===== config.mk =====
export PLATFORM = sky130hd
export DESIGN_NAME = spiShiftEngine
export DESIGN_NICKNAME = d
export VERILOG_FILES = /design/src/rtl/spiShiftPkg.sv /design/src/rtl/spiRegBank.sv /design/src/rtl/spiShiftCtrl.sv /design/src/rtl/spiShiftData.sv /design/src/rtl/spiShiftEngine.sv
export SDC_FILE = /design/constraint.sdc
export NUM_CORES = 1
export LEC_CHECK = 0
export BUFFER_PORTS_ARGS = -buffer_cell sky130_fd_sc_hd__buf_2
export CAP_MARGIN = 20
export CORE_AREA = 2 2 133 135
export CTS_CLUSTER_DIAMETER = 60
export DETAILED_ROUTE_END_ITERATION = 8
export DIE_AREA = 0 0 135 137
export PLACE_DENSITY = 0.68
export RECOVER_POWER = 100
export SLEW_MARGIN = 20
export SYNTH_ARGS = -nofsm -noshare
export SYNTH_HDL_FRONTEND = slang
export SYNTH_SLANG_ARGS = --single-unit
export TNS_END_PERCENT = 100

===== constraint.sdc =====
create_clock -name clk -period 4.05 [get_ports clk]
set_input_delay 0.2025 -clock clk [delete_from_list [all_inputs] [get_ports clk]]
set_output_delay 0.2025 -clock clk [all_outputs]
set_load 0.02 [all_outputs]

===== src/rtl/spiShiftPkg.sv =====
package spiShiftPkg;
  localparam int unsigned OFS_ENABLE = 8'h00;
  localparam int unsigned OFS_CLKCTL = 8'h04;
  localparam int unsigned OFS_PINCTL = 8'h08;
  localparam int unsigned OFS_TXDATA = 8'h10;
  localparam int unsigned OFS_CMD    = 8'h14;
  localparam int unsigned OFS_RXDATA = 8'h18;

  localparam int unsigned CMD_GO_BIT   = 31;
  localparam int unsigned CMD_SEL_LSB  = 28;
  localparam int unsigned CMD_TERM_BIT = 26;
  localparam int unsigned PIN_CS_LSB   = 16;
  localparam int unsigned PIN_MOSI_BIT = 0;
  localparam int unsigned PIN_SCLK_BIT = 8;

  typedef struct packed {
    logic load;     // capture transmit word and bit count
    logic sample;   // take one miso bit (rising sclk)
    logic advance;  // step to next transmit bit (falling sclk)
  } shiftStrobe_t;

  typedef enum logic [1:0] {
    ST_IDLE = 2'd0,
    ST_LEAD = 2'd1,
    ST_HIGH = 2'd2,
    ST_LOW  = 2'd3
  } shiftState_t;
endpackage


===== src/rtl/spiRegBank.sv =====
module spiRegBank
  import spiShiftPkg::*;
#(
  parameter int unsigned ADDR_W = 8,
  parameter int unsigned DATA_W = 32,
  parameter int unsigned CS_N   = 3,
  parameter int unsigned DIV_W  = 6,
  parameter int unsigned CNT_W  = 6
) (
  input  logic              clk,
  input  logic              rstN,
  input  logic [ADDR_W-1:0] busAddr,
  input  logic              busWrEn,
  input  logic [31:0]       busWrData,
  output logic [31:0]       busRdData,
  input  logic              busy,
  input  logic [DATA_W-1:0] rxWord,
  output logic [DIV_W-1:0]  divSet,
  output logic [31:0]       pinCtl,
  output logic [DATA_W-1:0] txWord,
  output logic              startReq,
  output logic [CNT_W-1:0]  reqCount,
  output logic [CS_N-1:0]   reqSel,
  output logic              reqTerm
);
  localparam logic [31:0] PIN_RESET = {{(32-PIN_CS_LSB-CS_N){1'b0}}, {CS_N{1'b1}}, {PIN_CS_LSB{1'b0}}};

  logic enable;
  logic wrEnable, wrClk, wrPin, wrTx, wrCmd;

  assign wrEnable = busWrEn && (busAddr == ADDR_W'(OFS_ENABLE));
  assign wrClk    = busWrEn && enable && (busAddr == ADDR_W'(OFS_CLKCTL));
  assign wrPin    = busWrEn && enable && (busAddr == ADDR_W'(OFS_PINCTL));
  assign wrTx     = busWrEn && enable && (busAddr == ADDR_W'(OFS_TXDATA));
  assign wrCmd    = busWrEn && enable && !busy && (busAddr == ADDR_W'(OFS_CMD));

  assign startReq = wrCmd && busWrData[CMD_GO_BIT];

  always_ff @(posedge clk or negedge rstN) begin
    if (!rstN) begin
      enable   <= 1'b0;
      divSet   <= '0;
      pinCtl   <= PIN_RESET;
      txWord   <= '0;
      reqCount <= '0;
      reqSel   <= '0;
      reqTerm  <= 1'b0;
    end else begin
      if (wrEnable) enable <= busWrData[0];
      if (wrClk)    divSet <= busWrData[DIV_W-1:0];
      if (wrPin)    pinCtl <= busWrData;
      if (wrTx)     txWord <= busWrData[DATA_W-1:0];
      if (wrCmd) begin
        reqCount <= busWrData[CNT_W-1:0];
        reqSel   <= busWrData[CMD_SEL_LSB +: CS_N];
        reqTerm  <= busWrData[CMD_TERM_BIT];
      end
    end
  end

  always_comb begin
    busRdData = '0;
    if (busAddr == ADDR_W'(OFS_ENABLE)) begin
      busRdData[0] = enable;
    end else if (enable) begin
      case (busAddr)
        ADDR_W'(OFS_CLKCTL): busRdData[DIV_W-1:0] = divSet;
        ADDR_W'(OFS_PINCTL): busRdData = pinCtl;
        ADDR_W'(OFS_TXDATA): busRdData[DATA_W-1:0] = txWord;
        ADDR_W'(OFS_RXDATA): busRdData[DATA_W-1:0] = rxWord;
        ADDR_W'(OFS_CMD): begin
          busRdData[CMD_GO_BIT]             = busy;
          busRdData[CMD_SEL_LSB +: CS_N]    = reqSel;
          busRdData[CMD_TERM_BIT]           = reqTerm;
          busRdData[CNT_W-1:0]              = reqCount;
        end
        default: busRdData = '0;
      endcase
    end
  end
endmodule


===== src/rtl/spiShiftCtrl.sv =====
module spiShiftCtrl
  import spiShiftPkg::*;
#(
  parameter int unsigned DATA_W = 32,
  parameter int unsigned CS_N   = 3,
  parameter int unsigned DIV_W  = 6,
  parameter int unsigned CNT_W  = 6
) (
  input  logic              clk,
  input  logic              rstN,
  input  logic              startReq,
  input  logic [CNT_W-1:0]  reqCountRaw,
  input  logic [CS_N-1:0]   reqSelNow,
  input  logic              reqTermNow,
  input  logic [DIV_W-1:0]  divSet,
  output logic              busy,
  output logic              sclkHigh,
  output logic [CS_N-1:0]   csHold,
  output logic [CNT_W-1:0]  burstLen,
  output logic [CNT_W-1:0]  loadCount,
  output shiftStrobe_t      strobe
);
  localparam logic [CNT_W-1:0] MAX_BITS = CNT_W'(DATA_W);

  shiftState_t     state;
  logic [DIV_W-1:0] halfCnt, divLat;
  logic [CNT_W-1:0] bitsLeft;
  logic             termLat;
  logic             halfDone;

  assign loadCount = (reqCountRaw > MAX_BITS) ? MAX_BITS : reqCountRaw;
  assign halfDone  = (halfCnt == divLat);
  assign busy      = (state != ST_IDLE);
  assign sclkHigh  = (state == ST_HIGH);

  always_comb begin
    strobe.load    = startReq && (loadCount != '0);
    strobe.sample  = ((state == ST_LEAD) || (state == ST_LOW)) && halfDone;
    strobe.advance = (state == ST_HIGH) && halfDone && (bitsLeft != '0);
  end

  always_ff @(posedge clk or negedge rstN) begin
    if (!rstN) begin
      state    <= ST_IDLE;
      halfCnt  <= '0;
      divLat   <= '0;
      bitsLeft <= '0;
      termLat  <= 1'b0;
      csHold   <= '0;
      burstLen <= '0;
    end else if (startReq) begin
      if (loadCount == '0) begin
        csHold <= reqTermNow ? '0 : reqSelNow;
      end else begin
        state    <= ST_LEAD;
        halfCnt  <= '0;
        divLat   <= divSet;
        bitsLeft <= loadCount;
        termLat  <= reqTermNow;
        csHold   <= reqSelNow;
        burstLen <= loadCount;
      end
    end else begin
      case (state)
        ST_LEAD, ST_LOW: begin
          if (halfDone) begin
            halfCnt  <= '0;
            state    <= ST_HIGH;
            bitsLeft <= bitsLeft - 1'b1;
          end else begin
            halfCnt <= halfCnt + 1'b1;
          end
        end
        ST_HIGH: begin
          if (halfDone) begin
            halfCnt <= '0;
            if (bitsLeft == '0) begin
              state <= ST_IDLE;
              if (termLat) csHold <= '0;
            end else begin
              state <= ST_LOW;
            end
          end else begin
            halfCnt <= halfCnt + 1'b1;
          end
        end
        default: halfCnt <= '0;
      endcase
    end
  end
endmodule


===== src/rtl/spiShiftData.sv =====
module spiShiftData
  import spiShiftPkg::*;
#(
  parameter int unsigned DATA_W = 32,
  parameter int unsigned CNT_W  = 6
) (
  input  logic              clk,
  input  logic              rstN,
  input  shiftStrobe_t      strobe,
  input  logic [DATA_W-1:0] txWordIn,
  input  logic [CNT_W-1:0]  loadCount,
  input  logic              miso,
  output logic              txBit,
  output logic [DATA_W-1:0] rxWord
);
  localparam int unsigned IDX_W = $clog2(DATA_W);

  logic [DATA_W-1:0] txLat;
  logic [IDX_W-1:0]  bitIdx;

  assign txBit = txLat[bitIdx];

  always_ff @(posedge clk or negedge rstN) begin
    if (!rstN) begin
      txLat  <= '0;
      bitIdx <= '0;
      rxWord <= '0;
    end else begin
      if (strobe.load) begin
        txLat  <= txWordIn;
        bitIdx <= IDX_W'(loadCount - 1'b1);
      end else if (strobe.advance) begin
        bitIdx <= bitIdx - 1'b1;
      end
      if (strobe.sample) rxWord <= {rxWord[DATA_W-2:0], miso};
    end
  end
endmodule


===== src/rtl/spiShiftEngine.sv =====
module spiShiftEngine
  import spiShiftPkg::*;
#(
  parameter int unsigned ADDR_W = 8,
  parameter int unsigned DATA_W = 32,
  parameter int unsigned CS_N   = 3,
  parameter int unsigned DIV_W  = 6
) (
  input  logic              clk,
  input  logic              rstN,
  input  logic [ADDR_W-1:0] busAddr,
  input  logic              busWrEn,
  input  logic [31:0]       busWrData,
  output logic [31:0]       busRdData,
  output logic              sclk,
  output logic              mosi,
  input  logic              miso,
  output logic [CS_N-1:0]   csN
);
  localparam int unsigned CNT_W = $clog2(DATA_W + 1);

  logic              busy, sclkHigh, txBit, startReq, reqTerm;
  logic [DIV_W-1:0]  divSet;
  logic [31:0]       pinCtl;
  logic [DATA_W-1:0] txWord, rxWord;
  logic [CNT_W-1:0]  reqCount, burstLen, loadCount;
  logic [CS_N-1:0]   reqSel, csHold, reqSelNow;
  logic              reqTermNow;
  shiftStrobe_t      strobe;

  assign reqSelNow  = busWrData[CMD_SEL_LSB +: CS_N];
  assign reqTermNow = busWrData[CMD_TERM_BIT];

  spiRegBank #(.ADDR_W(ADDR_W), .DATA_W(DATA_W), .CS_N(CS_N), .DIV_W(DIV_W), .CNT_W(CNT_W)) uRegs (
    .clk(clk), .rstN(rstN), .busAddr(busAddr), .busWrEn(busWrEn), .busWrData(busWrData),
    .busRdData(busRdData), .busy(busy), .rxWord(rxWord), .divSet(divSet), .pinCtl(pinCtl),
    .txWord(txWord), .startReq(startReq), .reqCount(reqCount), .reqSel(reqSel), .reqTerm(reqTerm)
  );

  spiShiftCtrl #(.DATA_W(DATA_W), .CS_N(CS_N), .DIV_W(DIV_W), .CNT_W(CNT_W)) uCtrl (
    .clk(clk), .rstN(rstN), .startReq(startReq), .reqCountRaw(busWrData[CNT_W-1:0]),
    .reqSelNow(reqSelNow), .reqTermNow(reqTermNow), .divSet(divSet), .busy(busy),
    .sclkHigh(sclkHigh), .csHold(csHold), .burstLen(burstLen), .loadCount(loadCount),
    .strobe(strobe)
  );

  spiShiftData #(.DATA_W(DATA_W), .CNT_W(CNT_W)) uData (
    .clk(clk), .rstN(rstN), .strobe(strobe), .txWordIn(txWord), .loadCount(loadCount),
    .miso(miso), .txBit(txBit), .rxWord(rxWord)
  );

  assign sclk = busy ? sclkHigh : pinCtl[PIN_SCLK_BIT];
  assign mosi = busy ? txBit : pinCtl[PIN_MOSI_BIT];
  assign csN  = pinCtl[PIN_CS_LSB +: CS_N] & ~csHold;

  logic unusedBits;
  assign unusedBits = ^{reqCount, reqSel, reqTerm};
endmodule


; Word-level counts from Yosys, hierarchy flattened
; Index checks and enable logic that the tools add are counted.
[totals]
reg_bits = 174
in_bits = 44
output_inout_bits = 37
elab_cells = 106
[op_classes]
n_addsub = 4
n_lt_le_gt_ge = 2
eq_ne = 12
n_mux = 36
bitwise = 3
n_reduce_logical = 33
[ops]
columns = cell, n
row1 = $pmux 20 s3, 1
row2 = $mux 6, 9
row3 = $mux 32, 1
row4 = $mux 31, 1
row5 = $pmux 6 s5, 1
row6 = $eq 8x5->1 const B, 3
row7 = $mux 3, 7
row8 = $pmux 4 s4, 1
row9 = $reduce_bool 2->1, 7
row10 = $logic_and 1x1->1, 12
row11 = $logic_not 6->1, 2
row12 = $reduce_bool 6->1, 2
row13 = $mux 2, 5
row14 = $mux 5, 2
row15 = $sub 5x1->5 const B, 2
row16 = $eq 8x3->1 const B, 1
row17 = $eq 8x4->1 const B, 1
row18 = $logic_not 8->1, 1
row19 = $reduce_and 4->1, 2
row20 = $add 6x1->6 const B, 1
row21 = $eq 6x6->1, 1
row22 = $gt 6x6->1 const B, 1
row23 = $lt 5x6->1 const B, 1
row24 = $ne 3x1->1 const B, 2
row25 = 19 further kinds, 23

; Longest topological paths before layout
; Gate-level depths: netlist of run 1.
[depth]
ltp_word = 7
mapped_depth = 12
depth_no_buf = 10

; Hierarchy
; Synthesis of run 1 repeated with hierarchy kept, for this count alone.
[hier_totals]
cells_unflattened = 727
hier_area_um2 = 8799.7
[by_module_without_submodules]
columns = module, n_inst, cells_per_inst, area_per_inst_um2, seq_area_each_um2
row1 = spiRegBank, 1, 336, 4177.8, 2030.7
row2 = spiShiftData, 1, 212, 3029.2, 1726.7
row3 = spiShiftCtrl, 1, 174, 1544.0, 750.7
row4 = spiShiftEngine, 1, 5, 48.8, 0.0

; Worst setup path after synthesis of run 1
; Ideal clock, no wire load.
[synth_timing]
path_type = reg2reg
from = register uCtrl.state[0]
to = register uData.bitIdx[4]
setup_ns = 0.125
arrival_time_ns = 2.209
required_ns = 3.925
setup_slack_ns = 1.716
path_stages_with_launch = 11
n_path_buf = 1
period_less_slack_ns = 2.334
cell_sequence = dfrtp_1 nor2_1 and4_1 and2_1 nand2_1 buf_2 a21oi_1 ha_1 nand4_1 xnor2_1 mux2_2
[synth_via]
elab_chain_cells = 7
word_cells_on_any_way = 11
cone_classes = eq/ne (1) / mux (1) / reduce/logical (9)
[synth_lines]
columns = item, line
row1 = "start, declared", spiShiftCtrl.sv:25  ; shiftState_t state;
row2 = "start signal, assigned", spiShiftCtrl.sv:44  ; state <= ST_IDLE;
row3 = "start signal, assigned", spiShiftCtrl.sv:55  ; state <= ST_LEAD;
row4 = "start signal, assigned", spiShiftCtrl.sv:68  ; state <= ST_HIGH;
row5 = $reduce_bool 2->1, spiShiftCtrl.sv:33  ; assign busy = (state != ST_IDLE);
row6 = $logic_not 1->1, spiRegBank.sv:35  ; assign wrCmd = busWrEn && enable && !busy && (busAddr == ADDR_W'(OFS_CMD));
row7 = $logic_and 1x1->1 (2 in a row), spiRegBank.sv:35
row8 = $logic_and 1x1->1, spiRegBank.sv:37  ; assign startReq = wrCmd && busWrData[CMD_GO_BIT];
row9 = $logic_and 1x1->1, spiShiftCtrl.sv:37  ; strobe.load = startReq && (loadCount != '0);
row10 = $mux 5 / $reduce_bool 2->1 (equally long branches), -
row11 = "end signal, assigned", spiShiftData.sv:31  ; bitIdx <= IDX_W'(loadCount - 1'b1);
row12 = "end signal, assigned", spiShiftData.sv:33  ; bitIdx <= bitIdx - 1'b1;
row13 = "end, declared", spiShiftData.sv:19  ; logic [IDX_W-1:0] bitIdx;
; Parallel ways exist; a longest one is shown, timed or not.
; A chain may end at the register's enable or synchronous reset.

; Worst setup path after layout of run 1
; Ends and elaborated chain as after synthesis.

==> flow_summary.yaml, run 1 <==
outcome:
  outcome: "finished with violations"
  violations: "capacitance limit, slew limit"
critical_path:
  crit_type: "flop to flop"
  cpMostUsedCell: "a21oi_1"
  max_stage_delay_ps: 560
  critical_path.top_delay_family: "simple AND/OR/NAND/NOR gates"
  critPathSlowestCell: "and2_0"
  worst-path-buf-inv: 1
  path_cells: "nor2_1 -> clkbuf_1 -> and4_1 -> and2_0 -> nand2_1 -> a21oi_1 -> ha_1 -> nand4_1 -> o22ai_1 -> a21oi_1 -> mux2_2"
  rr_worst_depth: 11
  start_kind: "flop"
  cp_num_cells: 11
  critPathArrivalTime_ps: 3560
  crit_fanout: 14
  cp_data_required_time_ps: 4360
  crit_path_end_kind: "flop"
global_routing:
  grt_pass1_vias: 6145
  grt_overflow_total: 0
  antenna_found_initial: 0
  grt_first_pass_wirelength_um: 32200
  globalRouteTotalUtil: 0.225
  grt_start_max_net_pins: 90
power:
  seq_power_share: 0.502
  p_sw_mw: 0.790
  ir_drop_uv: 276
  swShare: 0.225
  combPwrFrac: 0.039
  total_power_mw: 3.52
  intPower_mw: 2.73
  power.leakage_nw: 4.69
  power.share.clock: 0.459
  p_per_area_nw_per_um2: 369
layout:
  fillers: 1564
  fin_util: 0.558
  seqCellArea_um2: 4360
  multi_input_area_um2: 3830
  drive_gt1_frac: 0.221
  nets: 928
  antennaDiodeCount: 0
  areaGrowthSynthToFinish_pct: 13.2
  final_cell_area_um2: 9530
floorplanning:
  core_um2: 17100
  die-area_um2: 18500
  die_h_um: 137
  io_pins: 81
  fp-row-count: 48
  die_w_um: 135
  start_util: 0.493
timing:
  period_minus_slack_ps: 3240
  setup_viol: 0
  maxSlewViolCount: 156
  relSlewSlack: -0.466
  fmax_mhz: 308
  rsz0062_at_grt: "false"
  fin_skew_ps: 6.58
  fin_crit_sh: 0.801
  tns_ps: 0
  worst_slack_ps: 806
  tightest_slew_ps: 2200
  finalHoldViolations: 0
placed_design:
  io_buffers: 80
  dpl-instance-area_um2: 9010
  gp_congestion: 0.918
  dpl.hpwl_um: 13500
  place_ws_ps: 951
clock_network:
  htree_levels: 4
  max-clock-path-buffers: 2
  clk_latency_ps: 430
  postCtsSetupBuffers: 0
  cts-root-buf: "clkbuf_16"
  cts_tree: "built"
  cts_buffers: 17
  clk_pin_slew_ps: 60
  numClockSinks: 174
logic_synthesis:
  syn-num-nets: 863
  yosys_warnings: 0
  synth-edff-count: 0
  syn_avg_cell_area_um2: 10.3
  synth.area.top_cells: "dfrtp_1 51%, mux2_2 14%, nand2_1 7.6%"
  synth.ff_latch_count: 174
  synth_commonest_cells: "171 x dfrtp_1, 171 x nand2_1, 104 x mux2_2"
  yosysSeqAreaShare: 0.518
  synth_cells: 815
  syn_area_um2: 8410
  synth_largest_area_cell: "dfrtp_1"
  yosysTopAreaCellShare: 0.509
  postSynth.asyncResetShare: 1.00
  synth_cell_types: 48
  synthFlopType: "dfrtp_1"
flow_run:
  maxCapViolations: 3
hold_path:
  hold_class: "input port to flop"
  worstHoldPathCells: 2
route:
  via_per_inst: 5.61
  drtAntennaViolNets: 0
  drtIter0Drc: 435
  dr_total_vias: 6262
  drc_errors: 0
  wl_per_cell_um: 17.8
  dr.pass1.iters: 5
  wl_um: 19900
-- placed cells by master (no fill, tap or decap), types with 3 or more instances in the layout --
| cell | instances |
|---|---|
| nand3_1 | 12 |
| o22ai_1 | 7 |
| dfstp_2 | 3 |
| a221oi_1 | 4 |
| clkbuf_1 | 39 |
| nor3_1 | 7 |
| or3_1 | 3 |
| ha_1 | 4 |
| and3_1 | 8 |
| mux2_2 | 104 |
| clkinv_2 | 5 |
| a21oi_1 | 38 |
| nor2_1 | 66 |
| buf_4 | 4 |
| dfrtp_1 | 171 |
| nand4_1 | 5 |
| and2_0 | 5 |
| a31oi_1 | 7 |
| clkbuf_16 | 17 |
| nand2b_1 | 5 |
| nand2_1 | 171 |
| nor2b_1 | 14 |
| nor4_1 | 5 |
| and4_1 | 3 |
| and2_1 | 6 |
| a211oi_1 | 9 |
| inv_1 | 7 |
| clkinv_4 | 3 |
| mux2i_1 | 42 |
| a22oi_1 | 8 |
| o21ai_0 | 17 |
| a21o_1 | 3 |
| xnor2_1 | 8 |
| buf_2 | 46 |
| xor2_1 | 4 |
-- layout make-up --
| type | instances | share of cell area |
|---|---|---|
| tap | 225 | 0.0296 |
| clock buffer | 18 | 0.0461 |
| inverter | 7 | 0.00276 |
| clock inverter | 13 | 0.0147 |
| timing repair buffer | 93 | 0.0469 |
| multi-input combinational | 587 | 0.402 |
| sequential | 174 | 0.458 |
-- logic make-up after synthesis --
family	count (synthesis)	synth area share
AO/OA/AOI/OAI	104	0.0766
XOR/XNOR	12	0.0125
adder cells (fa/ha/maj)	4	0.00595
buffers and inverters	54	0.0286
flip-flops	174	0.518
multiplexers	147	0.190
AND/OR/NAND/NOR	320	0.168
-- power groups by stage --
stage               combinational (mW)  sequential [mW]  clock, mW
floorplan                       0.0526             1.79          0
global placement                 0.138             1.80          0
detailed placement               0.140             1.80          0
CTS                              0.141             1.76       1.64
global route                     0.153             1.77       1.71
finish                           0.138             1.77       1.61
-- what timing repair did --
action	CTS	global route
hold endpoints to repair	85	0
hold buffers	1	0
resized for setup	0	0
-- sequential cells by signal, summed over array words and instances (netlist names) --
signal          count
uRegs.reqTerm       1
uRegs.txWord       32
uRegs.enable        1
uCtrl.bitsLeft      6
uCtrl.csHold        3
uData.rxWord       32
uCtrl.state         2
uCtrl.halfCnt       6
uCtrl.termLat       1
uData.txLat        32
uCtrl.divLat        6
uRegs.divSet        6
uRegs.reqSel        3
uRegs.reqCount      6
uData.bitIdx        5
uRegs.pinCtl       32
-- per-layer routing --
metal,wire length (µm),track usage
met5,0,0
met4,526,0.0851
met3,787,0.0356
met2,9380,0.363
met1,9200,0.309
-- stage by stage --
stage	instances	hold slack [ps]
after floorplan	815	-93.1
after global placement	1085	326
after detailed placement	1085	317
after CTS	1117	5.53
after global routing	1117	6.12
final	1117	16.4
-- worst paths after layout --
path                                start          endpoint  slack [ps]
max reg2reg                uCtrl.state[0]   uData.bitIdx[4]         810
max                        uCtrl.state[0]   uData.bitIdx[4]         810
min reg2reg                uData.txLat[0]    uData.txLat[0]         470
max in group asynchronous            rstN  uData.rxWord[18]        1790
min                                  miso   uData.rxWord[0]          20
min in group asynchronous            rstN   uRegs.pinCtl[2]         930
Note: power is estimated with default switching activity, not from simulation.
==> run 2: changes to the inputs <==
Settings changed: PLACE_DENSITY 0.68 to 0.71.
Clock period 4.05 ns to 2.95 ns, I/O delays scaled along.
==> flow_summary.yaml, run 2 (synthesized netlist as in run 1, its figures left out) <==
outcome:
  outcome: "finished with violations"
  violations: "capacitance limit, slew limit"
critical_path:
  critPathArrivalTime_ps: 2500
  endpoint: "mosi"
  crit_fanout: 12
  crit_path_end_kind: "primary output"
  start_kind: "flop"
  timing.rr.start: "uCtrl.state[0]"
  rr_worst_depth: 7
  r2r_end: "uData.bitIdx[3]"
  r2r_slack_ps: 300
  crit_type: "flop to primary output"
  crit_start: "uData.bitIdx[0]"
  cp_data_required_time_ps: 2800
floorplanning:
  die_w_um: 135
  die_h_um: 137
  start_util: 0.493
  fp-row-count: 48
  io_pins: 81
  core_um2: 17100
  die-area_um2: 18500
timing:
  fmax_mhz: 378
  period_minus_slack_ps: 2650
  rsz0062_at_grt: "false"
  fin_skew_ps: 8.77
  setup_viol: 0
  fin_crit_sh: 0.897
  relSlewSlack: -0.441
  tightest_slew_ps: 2160
  finalHoldViolations: 0
  maxSlewViolCount: 86
  tns_ps: 0
global_routing:
  grt_pass1_vias: 6308
  grt_overflow_total: 0
  globalRouteTotalUtil: 0.236
  met2_usage: 0.384
  grt_start_max_net_pins: 88
  grt_first_pass_wirelength_um: 33800
  met1_usage: 0.321
  antenna_found_initial: 1
  busiest_layer: "met2"
  grt_util_met3: 0.0404
flow_run:
  maxCapViolations: 1
power:
  intPower_mw: 3.77
  power.share.clock: 0.451
  seq_power_share: 0.504
  power.leakage_nw: 4.84
  combPwrFrac: 0.045
  p_per_area_nw_per_um2: 490
  ir_drop_uv: 412
  swShare: 0.217
  p_sw_mw: 1.04
route:
  drtAntennaViolNets: 0
  wl_per_cell_um: 18.1
  wl_um: 20700
  dr_total_vias: 6394
  drtIter0Drc: 484
  drc_errors: 0
  dr.pass1.iters: 5
  via_per_inst: 5.56
clock_network:
  numClockSinks: 174
  postCtsSetupBuffers: 0
  ctsResizeCount: 0
  cts_tree: "built"
  clk_latency_ps: 430
  cts-root-buf: "clkbuf_16"
  htree_levels: 4
  clk_pin_slew_ps: 60
  max-clock-path-buffers: 2
  ctsHoldBuffers: 24
  cts_buffers: 17
placed_design:
  dpl-instance-area_um2: 9080
  io_buffers: 80
  gp_congestion: 0.935
  dpl.hpwl_um: 13900
  dp.cells: 1093
layout:
  final_cells: 1149
  areaGrowthSynthToFinish_pct: 16.7
  nets: 959
  final_cell_area_um2: 9820
  mostFrequentLayoutCells: "171 x nand2_1, 171 x dfrtp_1, 103 x mux2_2"
  drive_gt1_frac: 0.222
hold_path:
  hold_class: "input port to flop"
==> run 2: changes by cell type in the layout (fill, tap and decap cells not counted), sizes merged <==
cell	before	now
buf	51	57
bufinv	2	1
clkbuf	59	66
clkinv	8	6
diode	0	1
dlygate4sd3	1	24
inv	10	8
==> run 2: layout make-up <==
cell class | instances | area, µm²
multi-input combinational | 587 | 3830
tap | 225 | 282
clock buffer | 23 | 498
clock inverter | 8 | 80.1
inverter | 7 | 26.3
antenna | 1 | 2.50
timing repair buffer | 124 | 743
fill | 1512 | 7240
sequential | 174 | 4360
==> run 2: how the worst min path moves through the flow <==
stage / from / endpoint / slack (ps) / cells past startpoint
global route: busWrData[29] / uRegs.reqSel[1] / 30 / 3
global placement: rstN / uRegs.pinCtl[31] / 260 / 1
CTS: busWrData[29] / uRegs.reqSel[1] / 2 / 3
floorplan: rstN / uCtrl.bitsLeft[0] / -150 / 0
finish: busWrData[29] / uRegs.reqSel[1] / 10 / 3
detailed placement: rstN / uRegs.pinCtl[31] / 250 / 1
==> run 2: power by group through the flow <==
stage | registers, mW | clock network, mW | logic [mW]
2_1_floorplan | 2.46 | 0 | 0.0723
3_3_place_gp | 2.47 | 0 | 0.196
3_5_place_dp | 2.47 | 0 | 0.198
4_1_cts | 2.42 | 2.21 | 0.224
5_1_grt | 2.43 | 2.32 | 0.241
6_report | 2.42 | 2.17 | 0.218
==> run 2: worst max-delay path, cell delays in order, from the launching register on <==
cell and delay (ps):
dfrtp_1 650, buf_4 310, mux2i_1 100, a22o_1 180
nor4_1 170, a31oi_1 70, a31oi_1 310, a21o_1 130
buf_2 150
==> run 2: metrics by stage <==
stage               hold slack (ps)  total power, mW  worst slack, ps  utilization
floorplan                      -148             2.53              616            -
global placement                258             2.66              562        0.532
detailed placement              252             2.67              497        0.532
CTS                            2.06             4.86              295        0.580
global route                   27.0             4.98             73.6        0.576
finish                         14.2             4.81              305        0.576
==> run 2: metal layers <==
metal | wire length [µm] | vias to the layer above
met5 | 0 | -
met4 | 414 | 0
met3 | 851 | 31
met2 | 10200 | 143
met1 | 9310 | 3194
li1 | - | 3026
